### src/rtl/intc_pkg.sv
package intc_pkg;

    typedef enum logic [1:0] {
        ST_RUN,
        ST_VEC,
        ST_LINK,
        ST_MODE
    } setup_state_t;

    typedef enum logic [2:0] {
        OP_ROT_AUTO_CLR = 3'd0,
        OP_EOI          = 3'd1,
        OP_NOP          = 3'd2,
        OP_SPEC_EOI     = 3'd3,
        OP_ROT_AUTO_SET = 3'd4,
        OP_ROT_EOI      = 3'd5,
        OP_SET_BASE     = 3'd6,
        OP_ROT_SPEC_EOI = 3'd7
    } op_code_t;

    localparam logic [1:0] ADDR_CMD  = 2'd0;
    localparam logic [1:0] ADDR_DATA = 2'd1;
    localparam logic [1:0] ADDR_TRIG = 2'd2;

endpackage

### src/rtl/intc_pin_latch.sv
module intc_pin_latch (
    input  logic clk,
    input  logic rst_n,
    input  logic pin,
    input  logic level_mode,
    input  logic ack_clr,
    input  logic init_clr,
    output logic req
);
    logic last;
    logic rise;

    assign rise = pin && !last;

    always_ff @(posedge clk or negedge rst_n) begin
        if (!rst_n) begin
            req  <= 1'b0;
            last <= 1'b0;
        end else if (init_clr) begin
            req  <= 1'b0;
            last <= 1'b0;
        end else begin
            last <= pin;
            if (level_mode)
                req <= pin;
            else if (rise)
                req <= 1'b1;
            else if (ack_clr)
                req <= 1'b0;
        end
    end

    AST_LEVEL_TRACKS: assert property (@(posedge clk) disable iff (!rst_n)
        (level_mode && !init_clr) |=> (req == $past(pin)));
    AST_EDGE_NO_SET: assert property (@(posedge clk) disable iff (!rst_n)
        (!level_mode && !init_clr && !rise && !req) |=> !req);
    AST_EDGE_ACK_DROPS: assert property (@(posedge clk) disable iff (!rst_n)
        (!level_mode && !init_clr && ack_clr && !rise) |=> !req);

endmodule

### src/rtl/intc_prio_resolve.sv
module intc_prio_resolve #(
    parameter int N = 8,
    localparam int W = $clog2(N)
) (
    input  logic [N-1:0] bits,
    input  logic [W-1:0] base,
    output logic         found,
    output logic [W-1:0] line,
    output logic [W-1:0] rank
);
    logic [W-1:0] idx;

    // Scan from the worst rank to the best so the best match is written last.
    always_comb begin
        found = 1'b0;
        line  = '0;
        rank  = '0;
        idx   = '0;
        for (int k = N - 1; k >= 0; k--) begin
            idx = base + W'(k);
            if (bits[idx]) begin
                found = 1'b1;
                line  = idx;
                rank  = W'(k);
            end
        end
    end

endmodule

### src/rtl/intc_ctrl.sv
module intc_ctrl
    import intc_pkg::*;
#(
    parameter int N  = 8,
    parameter int DW = 8,
    localparam int W = $clog2(N)
) (
    input  logic          clk,
    input  logic          rst_n,
    input  logic          cmd_we,
    input  logic          cmd_re,
    input  logic [1:0]    cmd_addr,
    input  logic [DW-1:0] cmd_wdata,
    input  logic          ack,
    input  logic [N-1:0]  irr,
    input  logic          win_valid,
    input  logic [W-1:0]  win_line,
    input  logic          isr_found,
    input  logic [W-1:0]  isr_line,
    output logic [N-1:0]  imr,
    output logic [N-1:0]  isr,
    output logic [N-1:0]  trig,
    output logic [W-1:0]  base,
    output logic [DW-W-1:0] vec_base,
    output logic          read_sel,
    output logic          poll_armed,
    output logic          init_clr,
    output logic [N-1:0]  ack_clr
);
    setup_state_t state, state_nxt;

    logic need_mode, single, auto_eoi, rot_auto;
    logic wr_cmd, wr_data, setup_start, sel_word, op_word;
    logic poll_rd, ack_fire;
    op_code_t op;
    logic [W-1:0] arg_line;

    assign wr_cmd      = cmd_we && (cmd_addr == ADDR_CMD);
    assign wr_data     = cmd_we && (cmd_addr == ADDR_DATA);
    assign setup_start = wr_cmd && cmd_wdata[4];
    assign sel_word    = wr_cmd && !cmd_wdata[4] && cmd_wdata[3];
    assign op_word     = wr_cmd && !cmd_wdata[4] && !cmd_wdata[3];
    assign op          = op_code_t'(cmd_wdata[7:5]);
    assign arg_line    = cmd_wdata[W-1:0];

    assign poll_rd  = cmd_re && !cmd_we && poll_armed &&
                      ((cmd_addr == ADDR_CMD) || (cmd_addr == ADDR_DATA));
    assign ack_fire = (ack || poll_rd) && !cmd_we && win_valid;

    assign init_clr = setup_start;

    always_comb begin
        ack_clr = '0;
        if (ack_fire)
            ack_clr[win_line] = 1'b1;
    end

    // State register.
    always_ff @(posedge clk or negedge rst_n) begin
        if (!rst_n)
            state <= ST_RUN;
        else
            state <= state_nxt;
    end

    // Next state: setup sequence.
    always_comb begin
        state_nxt = state;
        if (setup_start) begin
            state_nxt = ST_VEC;
        end else if (wr_data) begin
            unique case (state)
                ST_RUN:  state_nxt = ST_RUN;
                ST_VEC:  state_nxt = !single ? ST_LINK : (need_mode ? ST_MODE : ST_RUN);
                ST_LINK: state_nxt = need_mode ? ST_MODE : ST_RUN;
                ST_MODE: state_nxt = ST_RUN;
            endcase
        end
    end

    // Register updates driven by the state and the decoded strobes.
    always_ff @(posedge clk or negedge rst_n) begin
        if (!rst_n) begin
            imr        <= '0;
            isr        <= '0;
            trig       <= '0;
            base       <= '0;
            vec_base   <= '0;
            need_mode  <= 1'b0;
            single     <= 1'b0;
            auto_eoi   <= 1'b0;
            rot_auto   <= 1'b0;
            read_sel   <= 1'b0;
            poll_armed <= 1'b0;
        end else begin
            if (cmd_we && (cmd_addr == ADDR_TRIG))
                trig <= cmd_wdata[N-1:0];

            if (setup_start) begin
                imr        <= '0;
                isr        <= '0;
                base       <= '0;
                auto_eoi   <= 1'b0;
                rot_auto   <= 1'b0;
                read_sel   <= 1'b0;
                poll_armed <= 1'b0;
                need_mode  <= cmd_wdata[0];
                single     <= cmd_wdata[1];
            end else begin
                if (poll_rd)
                    poll_armed <= 1'b0;

                if (ack_fire) begin
                    if (!auto_eoi)
                        isr[win_line] <= 1'b1;
                    else if (rot_auto)
                        base <= win_line + W'(1);
                end

                if (wr_data) begin
                    unique case (state)
                        ST_RUN:  imr      <= cmd_wdata[N-1:0];
                        ST_VEC:  vec_base <= cmd_wdata[DW-1:W];
                        ST_LINK: ;
                        ST_MODE: auto_eoi <= cmd_wdata[1];
                    endcase
                end

                if (sel_word) begin
                    read_sel   <= cmd_wdata[0];
                    poll_armed <= cmd_wdata[2];
                end

                if (op_word) begin
                    unique case (op)
                        OP_ROT_AUTO_CLR: rot_auto <= 1'b0;
                        OP_ROT_AUTO_SET: rot_auto <= 1'b1;
                        OP_NOP:          ;
                        OP_EOI: begin
                            if (isr_found)
                                isr[isr_line] <= 1'b0;
                        end
                        OP_ROT_EOI: begin
                            if (isr_found) begin
                                isr[isr_line] <= 1'b0;
                                base          <= isr_line + W'(1);
                            end
                        end
                        OP_SPEC_EOI:     isr[arg_line] <= 1'b0;
                        OP_ROT_SPEC_EOI: begin
                            isr[arg_line] <= 1'b0;
                            base          <= arg_line + W'(1);
                        end
                        OP_SET_BASE:     base <= arg_line + W'(1);
                    endcase
                end
            end
        end
    end

    AST_WINNER_PENDING: assert property (@(posedge clk) disable iff (!rst_n)
        win_valid |-> (irr[win_line] && !imr[win_line]));
    AST_ACK_MARKS_SERVICE: assert property (@(posedge clk) disable iff (!rst_n)
        (ack_fire && !auto_eoi) |=> isr[$past(win_line)]);
    AST_ISR_QUIET: assert property (@(posedge clk) disable iff (!rst_n)
        (!cmd_we && !ack_fire) |=> $stable(isr));
    AST_AUTO_ROTATE: assert property (@(posedge clk) disable iff (!rst_n)
        (ack_fire && auto_eoi && rot_auto) |=> (base == $past(win_line) + W'(1)));
    AST_SETUP_CLEARS: assert property (@(posedge clk) disable iff (!rst_n)
        setup_start |=> (imr == '0 && isr == '0 && base == '0 && state == ST_VEC));
    AST_SPEC_EOI: assert property (@(posedge clk) disable iff (!rst_n)
        (op_word && op == OP_SPEC_EOI) |=> !isr[$past(arg_line)]);

endmodule

### src/rtl/prio_intc.sv
module prio_intc
    import intc_pkg::*;
#(
    parameter int N  = 8,
    parameter int DW = 8
) (
    input  logic          clk,
    input  logic          rst_n,
    input  logic [N-1:0]  irq_in,
    input  logic          cmd_we,
    input  logic          cmd_re,
    input  logic [1:0]    cmd_addr,
    input  logic [DW-1:0] cmd_wdata,
    output logic [DW-1:0] cmd_rdata,
    output logic          irq_out,
    input  logic          ack,
    output logic [DW-1:0] ack_vector
);
    localparam int W = $clog2(N);

    logic [N-1:0]    irr, imr, isr, trig, ack_clr, pend;
    logic [W-1:0]    base;
    logic [DW-W-1:0] vec_base;
    logic            read_sel, poll_armed, init_clr;
    logic            req_found, isr_found, win_valid;
    logic [W-1:0]    req_line, req_rank, isr_line, isr_rank;
    logic [DW-1:0]   poll_word;

    for (genvar i = 0; i < N; i++) begin : g_pin
        intc_pin_latch u_latch (
            .clk        (clk),
            .rst_n      (rst_n),
            .pin        (irq_in[i]),
            .level_mode (trig[i]),
            .ack_clr    (ack_clr[i]),
            .init_clr   (init_clr),
            .req        (irr[i])
        );
    end

    assign pend = irr & ~imr;

    intc_prio_resolve #(.N(N)) u_req_rank (
        .bits  (pend),
        .base  (base),
        .found (req_found),
        .line  (req_line),
        .rank  (req_rank)
    );

    intc_prio_resolve #(.N(N)) u_isr_rank (
        .bits  (isr),
        .base  (base),
        .found (isr_found),
        .line  (isr_line),
        .rank  (isr_rank)
    );

    assign win_valid = req_found && (!isr_found || (req_rank < isr_rank));
    assign irq_out   = win_valid;

    intc_ctrl #(.N(N), .DW(DW)) u_ctrl (
        .clk        (clk),
        .rst_n      (rst_n),
        .cmd_we     (cmd_we),
        .cmd_re     (cmd_re),
        .cmd_addr   (cmd_addr),
        .cmd_wdata  (cmd_wdata),
        .ack        (ack),
        .irr        (irr),
        .win_valid  (win_valid),
        .win_line   (req_line),
        .isr_found  (isr_found),
        .isr_line   (isr_line),
        .imr        (imr),
        .isr        (isr),
        .trig       (trig),
        .base       (base),
        .vec_base   (vec_base),
        .read_sel   (read_sel),
        .poll_armed (poll_armed),
        .init_clr   (init_clr),
        .ack_clr    (ack_clr)
    );

    assign ack_vector = {vec_base, win_valid ? req_line : W'(N - 1)};
    assign poll_word  = win_valid ? {1'b1, {(DW-1-W){1'b0}}, req_line} : DW'(N - 1);

    always_comb begin
        cmd_rdata = '0;
        if (poll_armed && (cmd_addr == ADDR_CMD || cmd_addr == ADDR_DATA))
            cmd_rdata = poll_word;
        else if (cmd_addr == ADDR_CMD)
            cmd_rdata = DW'(read_sel ? isr : irr);
        else if (cmd_addr == ADDR_DATA)
            cmd_rdata = DW'(imr);
        else if (cmd_addr == ADDR_TRIG)
            cmd_rdata = DW'(trig);
    end

    AST_MASKED_SILENT: assert property (@(posedge clk) disable iff (!rst_n)
        (pend == '0) |-> !irq_out);
    AST_MASK_LOAD: assert property (@(posedge clk) disable iff (!rst_n)
        (cmd_we && cmd_addr == ADDR_DATA && u_ctrl.state == ST_RUN) |=> (imr == $past(cmd_wdata[N-1:0])));

endmodule

### config.mk
export PLATFORM = sky130hd
export DESIGN_NAME = prio_intc
export DESIGN_NICKNAME = d
export VERILOG_FILES = /design/src/rtl/intc_pkg.sv /design/src/rtl/intc_pin_latch.sv /design/src/rtl/intc_prio_resolve.sv /design/src/rtl/intc_ctrl.sv /design/src/rtl/prio_intc.sv
export SDC_FILE = /design/constraint.sdc
export NUM_CORES = 1
export LEC_CHECK = 0
export ABC_CLOCK_PERIOD_IN_PS = 4750
export BUFFER_PORTS_ARGS = -buffer_cell sky130_fd_sc_hd__buf_4
export CAP_MARGIN = 20
export CELL_PAD_IN_SITES_DETAIL_PLACEMENT = 1
export CELL_PAD_IN_SITES_GLOBAL_PLACEMENT = 1
export CORE_ASPECT_RATIO = 1.1
export CORE_MARGIN = 1
export CORE_UTILIZATION = 40
export CTS_CLUSTER_DIAMETER = 80
export DETAILED_ROUTE_END_ITERATION = 16
export GPL_TIMING_DRIVEN = 0
export PLACE_DENSITY = 0.79
export SYNTH_ARGS = -nofsm -noshare
export SYNTH_HDL_FRONTEND = slang
export SYNTH_SLANG_ARGS = --single-unit
### constraint.sdc
create_clock -name clk -period 4.75 [get_ports clk]
set_input_delay 0.7125 -clock clk [delete_from_list [all_inputs] [get_ports clk]]
set_output_delay 0.7125 -clock clk [all_outputs]
set_load 0.01 [all_outputs]
# Yosys cells after proc, flatten, opt, wreduce, memory -nomap -nowiden
# Index checks and enable logic that the tools add are counted.
[op_classes]
n_addsub = 10
n_lt_le_gt_ge = 15
n_eq_ne = 11
mux = 167
n_bitwise = 8
n_reduce_logical = 66
[ops]
columns = ["op", "n"]
rows = [
  ["$mux 8", 16],
  ["$mux 3", 39],
  ["$mux 1", 85],
  ["$bmux 1 s3", 16],
  ["$lt 3x4->1 const B", 11],
  ["$reduce_bool 4->1", 8],
  ["$logic_and 1x1->1", 25],
  ["$and 8x8->8", 3],
  ["$not 8->8", 3],
  ["$pmux 8 s2", 1],
  ["$add 3x1->3 const B", 4],
  ["$add 3x3->3 const B", 4],
  ["$eq 3x3->1 const B", 4],
  ["$logic_not 1->1", 12],
  ["$reduce_bool 2->1", 5],
  ["$demux 1 s3", 3],
  ["$ge 3x1->1 const B", 3],
  ["$mux 2", 4],
  ["$or 8x8->8", 1],
  ["$reduce_or 2->1", 4],
  ["$add 3x2->3 const B", 2],
  ["$eq 2x2->1 const B", 3],
  ["$pmux 2 s3", 1],
  ["$pmux 3 s2", 1],
  ["other kinds (12)", 19],
]
[totals]
ff_bits = 56
input_bits = 23
output_inout_bits = 17
elab_cells = 305

# Longest topological paths before layout
# Gate-level depths: netlist of run 1.
[logic_depth]
ltp_word = 25
depth_mapped = 20
depth_no_buf = 16

# By module
# A second synthesis of run 1 with hierarchy kept.
[unflattened]
hier_cells = 537
hier_area_um2 = 5121.2
[by_module_without_submodules]
columns = ["mod", "n_inst", "cells_per_inst", "area_each_um2", "seq_area_each_um2"]
rows = [
  ["intc_ctrl", 1, 214, 2097.0, 1001.0],
  ["intc_prio_resolve", 2, 103, 920.9, 0.0],
  ["intc_pin_latch", 8, 6, 86.3, 50.0],
  ["prio_intc", 1, 69, 491.7, 0.0],
]

# Least setup slack after synthesis of run 1
# OpenSTA, ideal clock, no wires.
[synth_path]
path_type = "reg-to-output"
from = "register u_ctrl.base[0]"
to = "output port cmd_rdata[7]"
arrival_time_ns = 3.884
required_time_ns = 4.038
setup_slack_ns = 0.154
path_stages_with_launch = 20
path_buffers = 3
path_cell_list = "dfrtp_1 > buf_6 > inv_4 > buf_4 > ha_1 > xor2_2 > mux4_2 > mux2i_4 > nand2_2 > or3_4 > a21oi_1 > ha_1 > o21a_1 > o21bai_2 > o22a_4 > nand2_4 > inv_4 > buf_4 > a21oi_1 > o22ai_1"
[synth_via]
elab_chain_len = 16
word_cells_on_any_way = 77
cone_classes = "add/sub: 7; order compare: 1; mux: 66; reduce/logical: 3"
[synth_lines]
columns = ["element", "line", "rtl"]
rows = [
  ["start: declaration", "intc_ctrl.sv:23", "output logic [W-1:0] base,"],
  ["start signal: assignment", "intc_ctrl.sv:117", "base <= win_line + W'(1);"],
  ["start signal: assignment", "intc_ctrl.sv:146", "base <= isr_line + W'(1);"],
  ["start signal: assignment", "intc_ctrl.sv:152", "base <= arg_line + W'(1);"],
  ["$add 3x3->3", "intc_prio_resolve.sv:20", "idx = base + W'(k);"],
  ["$bmux 1 s3", "intc_prio_resolve.sv:21", "if (bits[idx]) begin"],
  ["$mux 1 (not written as such)", "intc_prio_resolve.sv:21", ""],
  ["$mux 3 or $mux 1 (tied branches) (8 in series)", "intc_prio_resolve.sv:21", ""],
  ["$lt 3x3->1 or $logic_not 1->1 (tied branches)", "prio_intc.sv:59", "assign win_valid = req_found && (!isr_found || (req_rank < isr_rank));"],
  ["$logic_or 1x1->1", "prio_intc.sv:59", ""],
  ["$logic_and 1x1->1 (*)", "prio_intc.sv:59", ""],
  ["via irq_out", "prio_intc.sv:15", "output logic irq_out,"],
  ["$mux 8 (*)", "prio_intc.sv:87", "assign poll_word = win_valid ? {1'b1, {(DW-1-W){1'b0}}, req_line} : DW'(N - 1);"],
  ["$mux 8 (*)", "prio_intc.sv:91", "if (poll_armed && (cmd_addr == ADDR_CMD || cmd_addr == ADDR_DATA))"],
  ["end: declaration", "prio_intc.sv:14", "output logic [DW-1:0] cmd_rdata,"],
]
# The timed path passes the listed nets; every way through them passes the cells marked *. The select of a mux whose other input is x is not followed.

# Final worst setup path of run 1
[layout_path]
from = "register u_ctrl.base[0]"
to = "output port cmd_rdata[7]"
[layout_via]
elab_chain_len = 16
word_cells_on_any_way = 77
cone_classes = "add/sub: 7; order compare: 1; mux: 66; reduce/logical: 3"
[layout_lines]
columns = ["element", "line"]
rows = [
  ["$add 3x3->3", "intc_prio_resolve.sv:20"],
  ["$bmux 1 s3", "intc_prio_resolve.sv:21"],
  ["$mux 1 (not written as such)", "intc_prio_resolve.sv:21"],
  ["$mux 3 or $mux 1 (tied branches) (8 in series)", "intc_prio_resolve.sv:21"],
  ["$lt 3x3->1 or $logic_not 1->1 (tied branches)", "prio_intc.sv:59"],
  ["$logic_or 1x1->1", "prio_intc.sv:59"],
  ["$logic_and 1x1->1 (*)", "prio_intc.sv:59"],
  ["$mux 8 (*)", "prio_intc.sv:87"],
  ["$mux 8 (*)", "prio_intc.sv:91"],
]
# Mark *: on every way between the ends. The rest lies on a longest branch, timed or not. The select of a mux whose other input is x is not followed.

==> results of run 1 <==
[state kept, by name (all words and copies together) (netlist names)]
name	flops
u_ctrl.trig	8
u_ctrl.base	3
u_ctrl.state	2
u_ctrl.poll_armed	1
g_pin.u_latch.last	8
u_ctrl.vec_base	5
u_ctrl.auto_eoi	1
g_pin.u_latch.req	8
u_ctrl.single	1
u_ctrl.imr	8
u_ctrl.rot_auto	1
u_ctrl.need_mode	1
u_ctrl.read_sel	1
u_ctrl.isr	8
[worst register-to-register path: stages, from the launching register on]
cell,delay [ns]
dfrtp_2,0.44
buf_8,0.15
inv_8,0.06
buf_12,0.09
ha_4,0.17
xor2_4,0.21
buf_4,0.14
mux4_2,0.33
mux2i_4,0.18
nand2_2,0.08
or3_4,0.35
a21oi_2,0.12
ha_1,0.24
o21a_1,0.12
o21bai_2,0.20
o22a_4,0.21
nand2_4,0.07
inv_6,0.08
buf_8,0.13
buf_6,0.13
buf_4,0.11
buf_4,0.11
a31oi_1,0.08
a311oi_1,0.21
[metrics by stage]
step,utilization [%],instances,instance area (µm²)
after global routing,50.39,828,6425
after CTS,49.04,818,6254
final,50.39,828,6425
after detailed placement,45.05,787,5744
after global placement,45.05,787,5744
after floorplan,-,593,5270
[per-layer routing]
metal	vias to the layer above	share of wire, %	track usage [%]
met5	-	0	0
met4	0	3.3	13.68
met3	47	4.0	3.111
met2	195	51	55.12
met1	2687	41	35.47
li1	2386	-	-
[worst min path at each step]
stage                                       to  slack [ns]  cells after the start
2_1_floorplan  g_pin[0].u_latch.last$_DFF_PN0_        0.42                      0
3_3_place_gp        u_ctrl.trig[2]$_DFFE_PN0P_        0.47                      2
3_5_place_dp        u_ctrl.trig[2]$_DFFE_PN0P_        0.49                      2
4_1_cts         u_ctrl.vec_base[4]$_DFFE_PN0P_        0.49                      1
5_1_grt         u_ctrl.vec_base[2]$_DFFE_PN0P_        0.53                      1
6_report        u_ctrl.vec_base[1]$_DFFE_PN0P_        0.48                      1
[cell type report]
class | instances | area, µm²
clock buffers | 6 | 138.9
inverters | 21 | 91.34
plain buffers | 33 | 231.5
well taps | 157 | 196.4
repair buffers | 71 | 575.6
multi-input cells | 482 | 3774
fillers | 1491 | 6326
flip-flops and latches | 56 | 1403
clock inverters | 2 | 15.01
[logic make-up after synthesis]
kind of cell             synth area share (%)
buffers and inverters                   4.915
XOR/XNOR                                1.757
AO/OA/AOI/OAI                           22.17
flip-flops                              26.59
AND/OR/NAND/NOR                         22.25
adder cells (fa/ha/maj)                 1.662
multiplexers                            20.66
[timing repair]
action                                  4_1_cts  5_1_grt
buffers inserted                             24       10
endpoints found under the setup margin        8        8
pin swaps                                     9       10
resized for setup                            41       19
[layout by cell type, fill, tap and decap left out, types with 4 or more instances in the layout]
cell and instances:
a32oi_1 5, nor2_1 35, inv_1 16, mux2i_1 31, buf_4 66, a21oi_1 24, clkbuf_16 5, nand3b_1 8
clkbuf_1 15, and2_1 7, mux2_2 21, dfrtp_1 55, o311a_1 4, buf_6 14, nand2_2 5, a22oi_1 6
a31oi_1 9, mux4_2 21, o21ai_0 38, nand3_1 11, nor2b_1 25, ha_1 6, o31ai_1 4, nand2b_1 17
nor3b_1 5, a22o_1 6, nand2_1 74, a211oi_1 6, and3_1 4, o2bb2ai_1 4, nor3_1 9
==> flow_metrics.env, run 1 <==
export IMPL_dp_hpwl_um=14620
export IMPL_maxSlewHeadroom_pct=37.08
export IMPL_fin_nets=700
export IMPL_initial_utilization_pct=41.33
export IMPL_avgRoutedWirePerCell_um=24.24
export IMPL_drt_iter0_drc=399
export IMPL_clock_path_buffers=2
export IMPL_path_max_fanout=5
export IMPL_path_clk_slew_ns=0.08
export IMPL_min_path_type="input pin to async pin"
export IMPL_ys_seq_area_share_pct=26.59
export IMPL_io_buffers=37
export IMPL_critical_path_class="flop to output port"
export IMPL_finalClockSkew_ns=0.007611
export IMPL_synthTopCellsByCount="nand2_1, dfrtp_1, o21ai_0"
export IMPL_worst_path_buf_inv=7
export IMPL_grt_pass1_wl_um=31560
export IMPL_critPathCaptureType="output port"
export IMPL_crit_path_start_kind="flop"
export IMPL_setup_violations_final=1
export IMPL_violations="DRC, setup timing"
export IMPL_clkLatencyLatePin_ns=0.30
export IMPL_crit_family="compound AO/OA/AOI/OAI gates"
export IMPL_clock_sinks=56
export IMPL_hold_viol=0
export IMPL_cts_tree="built"
export IMPL_via_count=5315
export IMPL_ios=40
export IMPL_worstPathRequired_ns=4.04
export IMPL_r2r_slack_ns=0.66
export IMPL_netlist_instances=593
export IMPL_cp_depth=21
export IMPL_synth_edff_count=0
export IMPL_dieHeight_um=122.4
export IMPL_reg2reg_from="u_ctrl.base[0]$_DFF_PN0_"
export IMPL_route_detailed_drc=3
export IMPL_synth_ff_type="dfrtp_1"
export IMPL_ctsHoldBuffers=0
export IMPL_fin_hold_ws_ns=0.4761
export IMPL_rows=43
export IMPL_vias_per_cell=6.419
export IMPL_fmax_mhz=209.9
export IMPL_synth_async_sr_flop_share_pct=100.0
export IMPL_yosysTopAreaCell="dfrtp_1"
export IMPL_numCtsBuffers=5
export IMPL_fin_crit_sh_pct=100.3
export IMPL_yosys_warnings=0
export IMPL_first_global_vias=5755
export IMPL_grt_usage_pct=29.99
export IMPL_startpoint="u_ctrl.base[0]$_DFF_PN0_"
export IMPL_reg2reg_depth=23
export IMPL_ys_seq_elements=56
export IMPL_synth_distinct_cells=80
export IMPL_yosysMostFrequentCell="nand2_1"
export IMPL_synth_nets=623
export IMPL_cp_cell_sequence="buf_8, inv_8, buf_12, ha_4, xor2_4, buf_4, mux4_2, mux2i_4, nand2_2, or3_4, a21oi_2, ha_1, o21a_1, o21bai_2, o22a_4, nand2_4, inv_6, buf_8, a21oi_4, o22ai_2, buf_4"
export IMPL_period_minus_slack_ns=4.763
export IMPL_htree_levels=2
export IMPL_core_um2=12750
export IMPL_tightest_slew_ns=0.9366
export IMPL_overflow=0
export IMPL_post_place_ws_ns=-0.6658
export IMPL_dr_pass1_iters=11
export IMPL_drive_gt1_share_pct=28.02
export IMPL_die_area_um2=13640
export IMPL_insertedDiodeCount=0
export IMPL_worstSetupEndpoint="cmd_rdata[7]"
export IMPL_max_cap_violations=0
export IMPL_arrival_ns=4.05
export IMPL_reg2reg_to="u_ctrl.isr[3]$_DFF_PN0_"
export IMPL_fin_ws_ns=-0.01335
export IMPL_status="complete, but fails checks"
export IMPL_synth_avg_cell_area_um2=8.887
export IMPL_cts_root_buf="clkbuf_16"
export IMPL_cpPeakStageDelay_ns=0.44
export IMPL_rsz0062_at_grt="yes"
export IMPL_grt_max_degree=57
export IMPL_synth_area_top_cells="dfrtp_1, mux4_2, mux2i_1"
export IMPL_slew_violations=0
export IMPL_finalSetupTns_ns=-0.01335
export IMPL_routed_wl_um=20070
export IMPL_antenna_found_initial=0
export IMPL_die_x_um=111.4
export IMPL_synth_top_area_share_pct=26.59
export IMPL_ant_nets=0
export IMPL_place_congestion=0.9423
export IMPL_crit_slowest_cell="dfrtp_2"
export IMPL_syn_area_um2=5270
export IMPL_syn2layout_area_growth_pct=21.91
Power of run 1 is left out: the tool's default activity adds up to more than one toggle a clock period on the data nets, which glitch-free logic cannot reach.
==> run 2, diff against run 1 <==
--- a/config.mk
+++ b/config.mk
@@ -5,6 +5,7 @@
 export SDC_FILE = /design/constraint.sdc
 export NUM_CORES = 1
 export LEC_CHECK = 0
+export ABC_AREA = 1
 export ABC_CLOCK_PERIOD_IN_PS = 4750
 export BUFFER_PORTS_ARGS = -buffer_cell sky130_fd_sc_hd__buf_4
 export CAP_MARGIN = 20
@@ -12,11 +13,11 @@
 export CELL_PAD_IN_SITES_GLOBAL_PLACEMENT = 1
 export CORE_ASPECT_RATIO = 1.1
 export CORE_MARGIN = 1
-export CORE_UTILIZATION = 40
+export CORE_UTILIZATION = 39
 export CTS_CLUSTER_DIAMETER = 80
 export DETAILED_ROUTE_END_ITERATION = 16
 export GPL_TIMING_DRIVEN = 0
-export PLACE_DENSITY = 0.79
+export PLACE_DENSITY = 0.84
 export SYNTH_ARGS = -nofsm -noshare
 export SYNTH_HDL_FRONTEND = slang
 export SYNTH_SLANG_ARGS = --single-unit
==> run 2 against run 1 <==
Compared with the run above:
- the run now ends clean
- cell area is 19% lower
- worst setup slack better by 0.31 ns
- global-route usage is 0.51 points lower
- sequential cell count stayed put
- register-to-register slack better by 0.34 ns
- core utilization is 4.8 points lower
- critical endpoint is now cmd_rdata[1]
- fmax is 7.1% higher
- wire length is 15% lower
==> flow_metrics.env, run 2 <==
export IMPL_dr_pass1_iters=5
export IMPL_clock_sinks=56
export IMPL_drive_gt1_share_pct=12.79
export IMPL_hold_viol=0
export IMPL_fin_nets=795
export IMPL_min_path_type="input pin to async pin"
export IMPL_die_area_um2=12110
export IMPL_clock_path_buffers=2
export IMPL_slew_violations=0
export IMPL_ys_seq_area_share_pct=30.78
export IMPL_numCtsBuffers=5
export IMPL_cts_setup_buffers=0
export IMPL_cpPeakStageDelay_ns=0.47
export IMPL_r2r_slack_ns=1.00
export IMPL_grt_pass1_wl_um=27850
export IMPL_mostFrequentLayoutCells="nand2_1, nand3_1, inv_1"
export IMPL_yosysTopAreaCell="dfrtp_1"
export IMPL_finalSetupTns_ns=0
export IMPL_finalClockSkew_ns=0.009234
export IMPL_antenna_found_initial=0
export IMPL_via_count=5304
export IMPL_synth_edff_count=0
export IMPL_arrival_ns=3.74
export IMPL_fmax_mhz=224.8
export IMPL_synthTopCellsByCount="nand2_1, nand3_1, inv_1"
export IMPL_clkLatencyLatePin_ns=0.30
export IMPL_synth_avg_cell_area_um2=6.341
export IMPL_rows=41
export IMPL_io_buffers=39
export IMPL_layout_commonest_cell="nand2_1"
export IMPL_path_max_fanout=10
export IMPL_fin_crit_sh_pct=93.65
export IMPL_synth_top_area_share_pct=30.78
export IMPL_drt_iter0_drc=349
export IMPL_initial_utilization_pct=39.80
export IMPL_yosys_warnings=0
export IMPL_cp_cell_sequence="inv_4, buf_6, ha_1, clkbuf_2, nand3_1, nand3_1, nand2_1, nor2_1, inv_1, nor4_2, ha_1, a21oi_1, nand2_1, nand2_2, nand2_2, nor2_1, inv_1, nand2_1, o21ai_0, buf_4"
export IMPL_maxSlewHeadroom_pct=49.50
export IMPL_synth_ff_type="dfrtp_1"
export IMPL_first_global_vias=5536
export IMPL_dieHeight_um=115.3
export IMPL_core_um2=11440
export IMPL_grt_max_degree=57
export IMPL_critical_path_class="flop to output port"
export IMPL_startpoint="u_ctrl.base[0]$_DFF_PN0_"
export IMPL_routed_wl_um=17060
export IMPL_nFillCells=1575
export IMPL_setup_violations_final=0
export IMPL_avgRoutedWirePerCell_um=18.62
export IMPL_critPathCaptureType="output port"
export IMPL_synth_distinct_cells=43
export IMPL_reg2reg_to="u_ctrl.isr[5]$_DFF_PN0_"
export IMPL_syn_area_um2=4553
export IMPL_ant_nets=0
export IMPL_post_place_ws_ns=0.05569
export IMPL_crit_slowest_cell="dfrtp_2"
export IMPL_overflow=0
export IMPL_cts_tree="built"
export IMPL_ios=40
export IMPL_netlist_instances=718
export IMPL_die_x_um=105.0
export IMPL_synth_async_sr_flop_share_pct=100.0
export IMPL_htree_levels=2
export IMPL_ys_seq_elements=56
export IMPL_place_congestion=0.9712
export IMPL_yosysMostFrequentCell="nand2_1"
export IMPL_crit_path_frequent_cell="nand2_1"
export IMPL_synth_nets=748
export IMPL_grt_usage_pct=29.48
export IMPL_syn2layout_area_growth_pct=14.59
export IMPL_crit_path_start_kind="flop"
export IMPL_max_cap_violations=0
export IMPL_tightest_slew_ns=0.7574
export IMPL_cts_root_buf="clkbuf_16"
export IMPL_status="finished clean"
export IMPL_dp_hpwl_um=13510
export IMPL_fin_ws_ns=0.3016
export IMPL_cts_resized=3
export IMPL_period_minus_slack_ns=4.448
export IMPL_worstPathRequired_ns=4.04
export IMPL_insertedDiodeCount=0
export IMPL_ctsHoldBuffers=0
export IMPL_path_clk_slew_ns=0.08
export IMPL_route_detailed_drc=0
export IMPL_vias_per_cell=5.790
export IMPL_reg2reg_depth=22
export IMPL_reg2reg_from="u_ctrl.base[0]$_DFF_PN0_"
export IMPL_synth_area_top_cells="dfrtp_1, nand2_1, nand3_1"
## run 2: how the worst max path moves through the flow
stage / endpoint / cells after the start / slack [ns]
floorplan: cmd_rdata[2] / 18 / 0.92
global placement: cmd_rdata[0] / 17 / 0.21
detailed placement: cmd_rdata[0] / 17 / 0.06
CTS: cmd_rdata[0] / 17 / 0.06
global route: cmd_rdata[1] / 24 / -0.008
finish: cmd_rdata[1] / 20 / 0.30
## run 2: critical path: cells and delay by family (launching register included)
family,cells,cell delay [ns]
AND/OR/NAND/NOR,10,1.29
buffers and inverters,6,0.82
adder cells (fa/ha/maj),2,0.59
flip-flops,1,0.47
AO/OA/AOI/OAI,2,0.25
## run 2: logic make-up (layout without fill, tap and decap cells)
logic type | count (synthesis) | after routing | synth area share, %
AND/OR/NAND/NOR | 385 | 385 | 37.04
buffers and inverters | 119 | 167 | 10.52
AO/OA/AOI/OAI | 147 | 147 | 18.22
flip-flops | 56 | 56 | 30.78
adder cells (fa/ha/maj) | 7 | 7 | 1.924
XOR/XNOR | 4 | 4 | 1.512
## run 2: final cells by class
class / instances / area [µm²] / share of cell area (%)
plain buffers: 14 / 88.84 / 1.703
well taps: 150 / 187.7 / 3.597
inverters: 104 / 395.4 / 7.578
clock buffers: 5 / 125.1 / 2.398
repair buffers: 41 / 307.8 / 5.899
flip-flops and latches: 56 / 1404 / 26.91
clock inverters: 3 / 27.53 / 0.5276
multi-input cells: 543 / 2681 / 51.39
## run 2: per-layer routing
| layer | GRT usage (%) | part of all wire, % | vias up |
|---|---|---|---|
| li1 | - | - | 2474 |
| met1 | 34.76 | 41 | 2609 |
| met2 | 53.86 | 50 | 172 |
| met3 | 3.741 | 5.2 | 49 |
| met4 | 13.24 | 3.8 | 0 |
| met5 | 0 | 0 | - |
## run 2: stage by stage
stage	cell area [µm²]	cells	utilization, %	hold slack (ns)
6_report	5218	916	45.61	0.4595
5_1_grt	5218	916	45.61	0.5208
4_1_cts	5190	914	45.37	0.4967
3_5_place_dp	5034	907	44.00	0.4846
3_3_place_gp	5034	907	44.00	0.4721
2_1_floorplan	4553	718	-	0.4169
Power of run 2 is left out for the same reason.
==> run 3, diff against run 2 <==
--- a/config.mk
+++ b/config.mk
@@ -6,18 +6,18 @@
 export NUM_CORES = 1
 export LEC_CHECK = 0
 export ABC_AREA = 1
-export ABC_CLOCK_PERIOD_IN_PS = 4750
+export ABC_CLOCK_PERIOD_IN_PS = 4800
 export BUFFER_PORTS_ARGS = -buffer_cell sky130_fd_sc_hd__buf_4
 export CAP_MARGIN = 20
 export CELL_PAD_IN_SITES_DETAIL_PLACEMENT = 1
 export CELL_PAD_IN_SITES_GLOBAL_PLACEMENT = 1
 export CORE_ASPECT_RATIO = 1.1
 export CORE_MARGIN = 1
-export CORE_UTILIZATION = 39
+export CORE_UTILIZATION = 40
 export CTS_CLUSTER_DIAMETER = 80
 export DETAILED_ROUTE_END_ITERATION = 16
 export GPL_TIMING_DRIVEN = 0
-export PLACE_DENSITY = 0.84
+export PLACE_DENSITY = 0.82
 export SYNTH_ARGS = -nofsm -noshare
 export SYNTH_HDL_FRONTEND = slang
 export SYNTH_SLANG_ARGS = --single-unit
==> constraint.sdc (replaced) <==
create_clock -name clk -period 4.8 [get_ports clk]
set_input_delay 0.72 -clock clk [delete_from_list [all_inputs] [get_ports clk]]
set_output_delay 0.72 -clock clk [all_outputs]
set_load 0.01 [all_outputs]
==> run 3 against run 2 <==
Compared with the run above:
- core utilization is 1.6 points higher
- global-route usage is 0.75 points higher
- clock skew is 0.0019 ns lower
- final cell count is 0.44% lower
- critical endpoint unchanged
==> flow_metrics.env, run 3 (synthesized netlist as in run 2, its figures left out) <==
export IMPL_dr_pass1_iters=5
export IMPL_numCtsBuffers=5
export IMPL_fin_hold_ws_ns=0.4565
export IMPL_fin_nets=794
export IMPL_finalClockSkew_ns=0.007340
export IMPL_period_minus_slack_ns=4.554
export IMPL_post_place_ws_ns=0.1376
export IMPL_status="finished clean"
export IMPL_clkLatencyLatePin_ns=0.30
export IMPL_layout_commonest_cell="nand2_1"
export IMPL_drive_gt1_share_pct=12.29
export IMPL_grt_usage_pct=30.24
export IMPL_tightest_slew_ns=1.126
export IMPL_critPathCaptureType="output port"
export IMPL_critical_path_class="flop to output port"
export IMPL_cts_tree="built"
export IMPL_dp_hpwl_um=13840
export IMPL_grt_pass1_wl_um=28170
export IMPL_insertedDiodeCount=0
export IMPL_dieHeight_um=113.9
export IMPL_worstPathRequired_ns=4.08
export IMPL_routed_wl_um=17260
export IMPL_antenna_found_initial=0
export IMPL_place_congestion=0.9577
export IMPL_fin_ws_ns=0.2459
export IMPL_first_global_vias=5452
export IMPL_mostFrequentLayoutCells="nand2_1, nand3_1, inv_1"
export IMPL_cpPeakStageDelay_ns=0.42
export IMPL_arrival_ns=3.83
export IMPL_crit_path_start_kind="flop"
export IMPL_path_max_fanout=10
export IMPL_multiInputGateArea_um2=2673
export IMPL_finalSetupTns_ns=0
export IMPL_fmax_mhz=219.6
export IMPL_ctsHoldBuffers=0
export IMPL_cts_setup_buffers=0
export IMPL_crit_path_frequent_cell="nand2_1"
export IMPL_slew_violations=0
export IMPL_io_buffers=39
export IMPL_route_detailed_drc=0
export IMPL_nFillCells=1517
export IMPL_avgRoutedWirePerCell_um=18.92
export IMPL_max_cap_violations=0
export IMPL_via_count=5173
export IMPL_cts_root_buf="clkbuf_16"
export IMPL_vias_per_cell=5.672
export IMPL_hold_viol=0
export IMPL_path_clk_slew_ns=0.08
export IMPL_initial_utilization_pct=41.35
export IMPL_min_path_type="input pin to async pin"
export IMPL_die_x_um=103.7
export IMPL_syn2layout_area_growth_pct=14.07
export IMPL_fin_crit_sh_pct=94.88
export IMPL_grt_max_degree=57
export IMPL_rows=40
export IMPL_drt_iter0_drc=268
export IMPL_final_cells=912
export IMPL_setup_violations_final=0
export IMPL_die_area_um2=11810
export IMPL_crit_slowest_cell="dfrtp_2"
export IMPL_place_inst=904
export IMPL_maxSlewHeadroom_pct=24.34
export IMPL_core_um2=11010
export IMPL_ant_nets=0
export IMPL_clock_sinks=56
export IMPL_regArea_um2=1404
export IMPL_overflow=0
export IMPL_ios=40
export IMPL_clock_path_buffers=2
export IMPL_rsz0062_at_grt="no"
export IMPL_cp_cell_sequence="inv_2, buf_6, ha_1, buf_2, nand3_1, nand3_1, nand2_1, nor2_1, inv_1, nor4_1, ha_1, a21oi_1, nand2_1, nand2_2, nand2_2, nor2_1, inv_1, nand2_1, o21ai_0, buf_4"
export IMPL_htree_levels=2
## run 3: final cells by class
| type | count | area share [%] |
|---|---|---|
| plain buffers | 14 | 1.710 |
| clock buffers | 5 | 2.409 |
| clock inverters | 3 | 0.5541 |
| inverters | 104 | 7.564 |
| multi-input cells | 543 | 51.46 |
| flip-flops and latches | 56 | 27.03 |
| well taps | 147 | 3.541 |
| repair buffers | 40 | 5.734 |
## run 3: metrics by stage
stage,utilization [%],area (µm²)
floorplan,-,4553
global route,47.17,5194
finish,47.17,5194
global placement,45.68,5030
detailed placement,45.68,5030
CTS,47.10,5186
## run 3: repair_timing
item / CTS / global route
resized for setup: 2 / 8
pin swaps: 0 / 0
setup endpoints to repair: 6 / 7
## run 3: worst max-delay path, delay by kind of cell, from the launching register on
kind,cells,cell delay [ns]
buf+inv,6,0.83
compound gates,2,0.24
fa+ha+maj,2,0.62
simple gates,10,1.40
flops,1,0.42
## run 3: final timing paths
| path | startpoint | endpoint | slack [ns] | depth (start not counted) |
|---|---|---|---|---|
| worst max-delay path | u_ctrl.base[0]$_DFF_PN0_ | cmd_rdata[1] | 0.25 | 20 |
| worst min-delay path | rst_n | u_ctrl.base[2]$_DFF_PN0_ | 0.46 | 1 |
| max in group asynchronous | rst_n | u_ctrl.base[0]$_DFF_PN0_ | 3.77 | 1 |
| min in group clk | u_ctrl.trig[5]$_DFFE_PN0P_ | u_ctrl.trig[5]$_DFFE_PN0P_ | 0.53 | 2 |
| worst max register to register | u_ctrl.base[0]$_DFF_PN0_ | u_ctrl.isr[6]$_DFF_PN0_ | 0.97 | 22 |
| worst min register to register | u_ctrl.trig[5]$_DFFE_PN0P_ | u_ctrl.trig[5]$_DFFE_PN0P_ | 0.53 | 2 |
## run 3: routing by layer
layer,wire length (µm),vias up,GRT usage [%]
met5,0,-,0
met4,556,0,11.90
met3,584,37,3.086
met2,8762,132,54.72
met1,7351,2534,37.16
li1,-,2470,-
Power of run 3 is left out for the same reason.
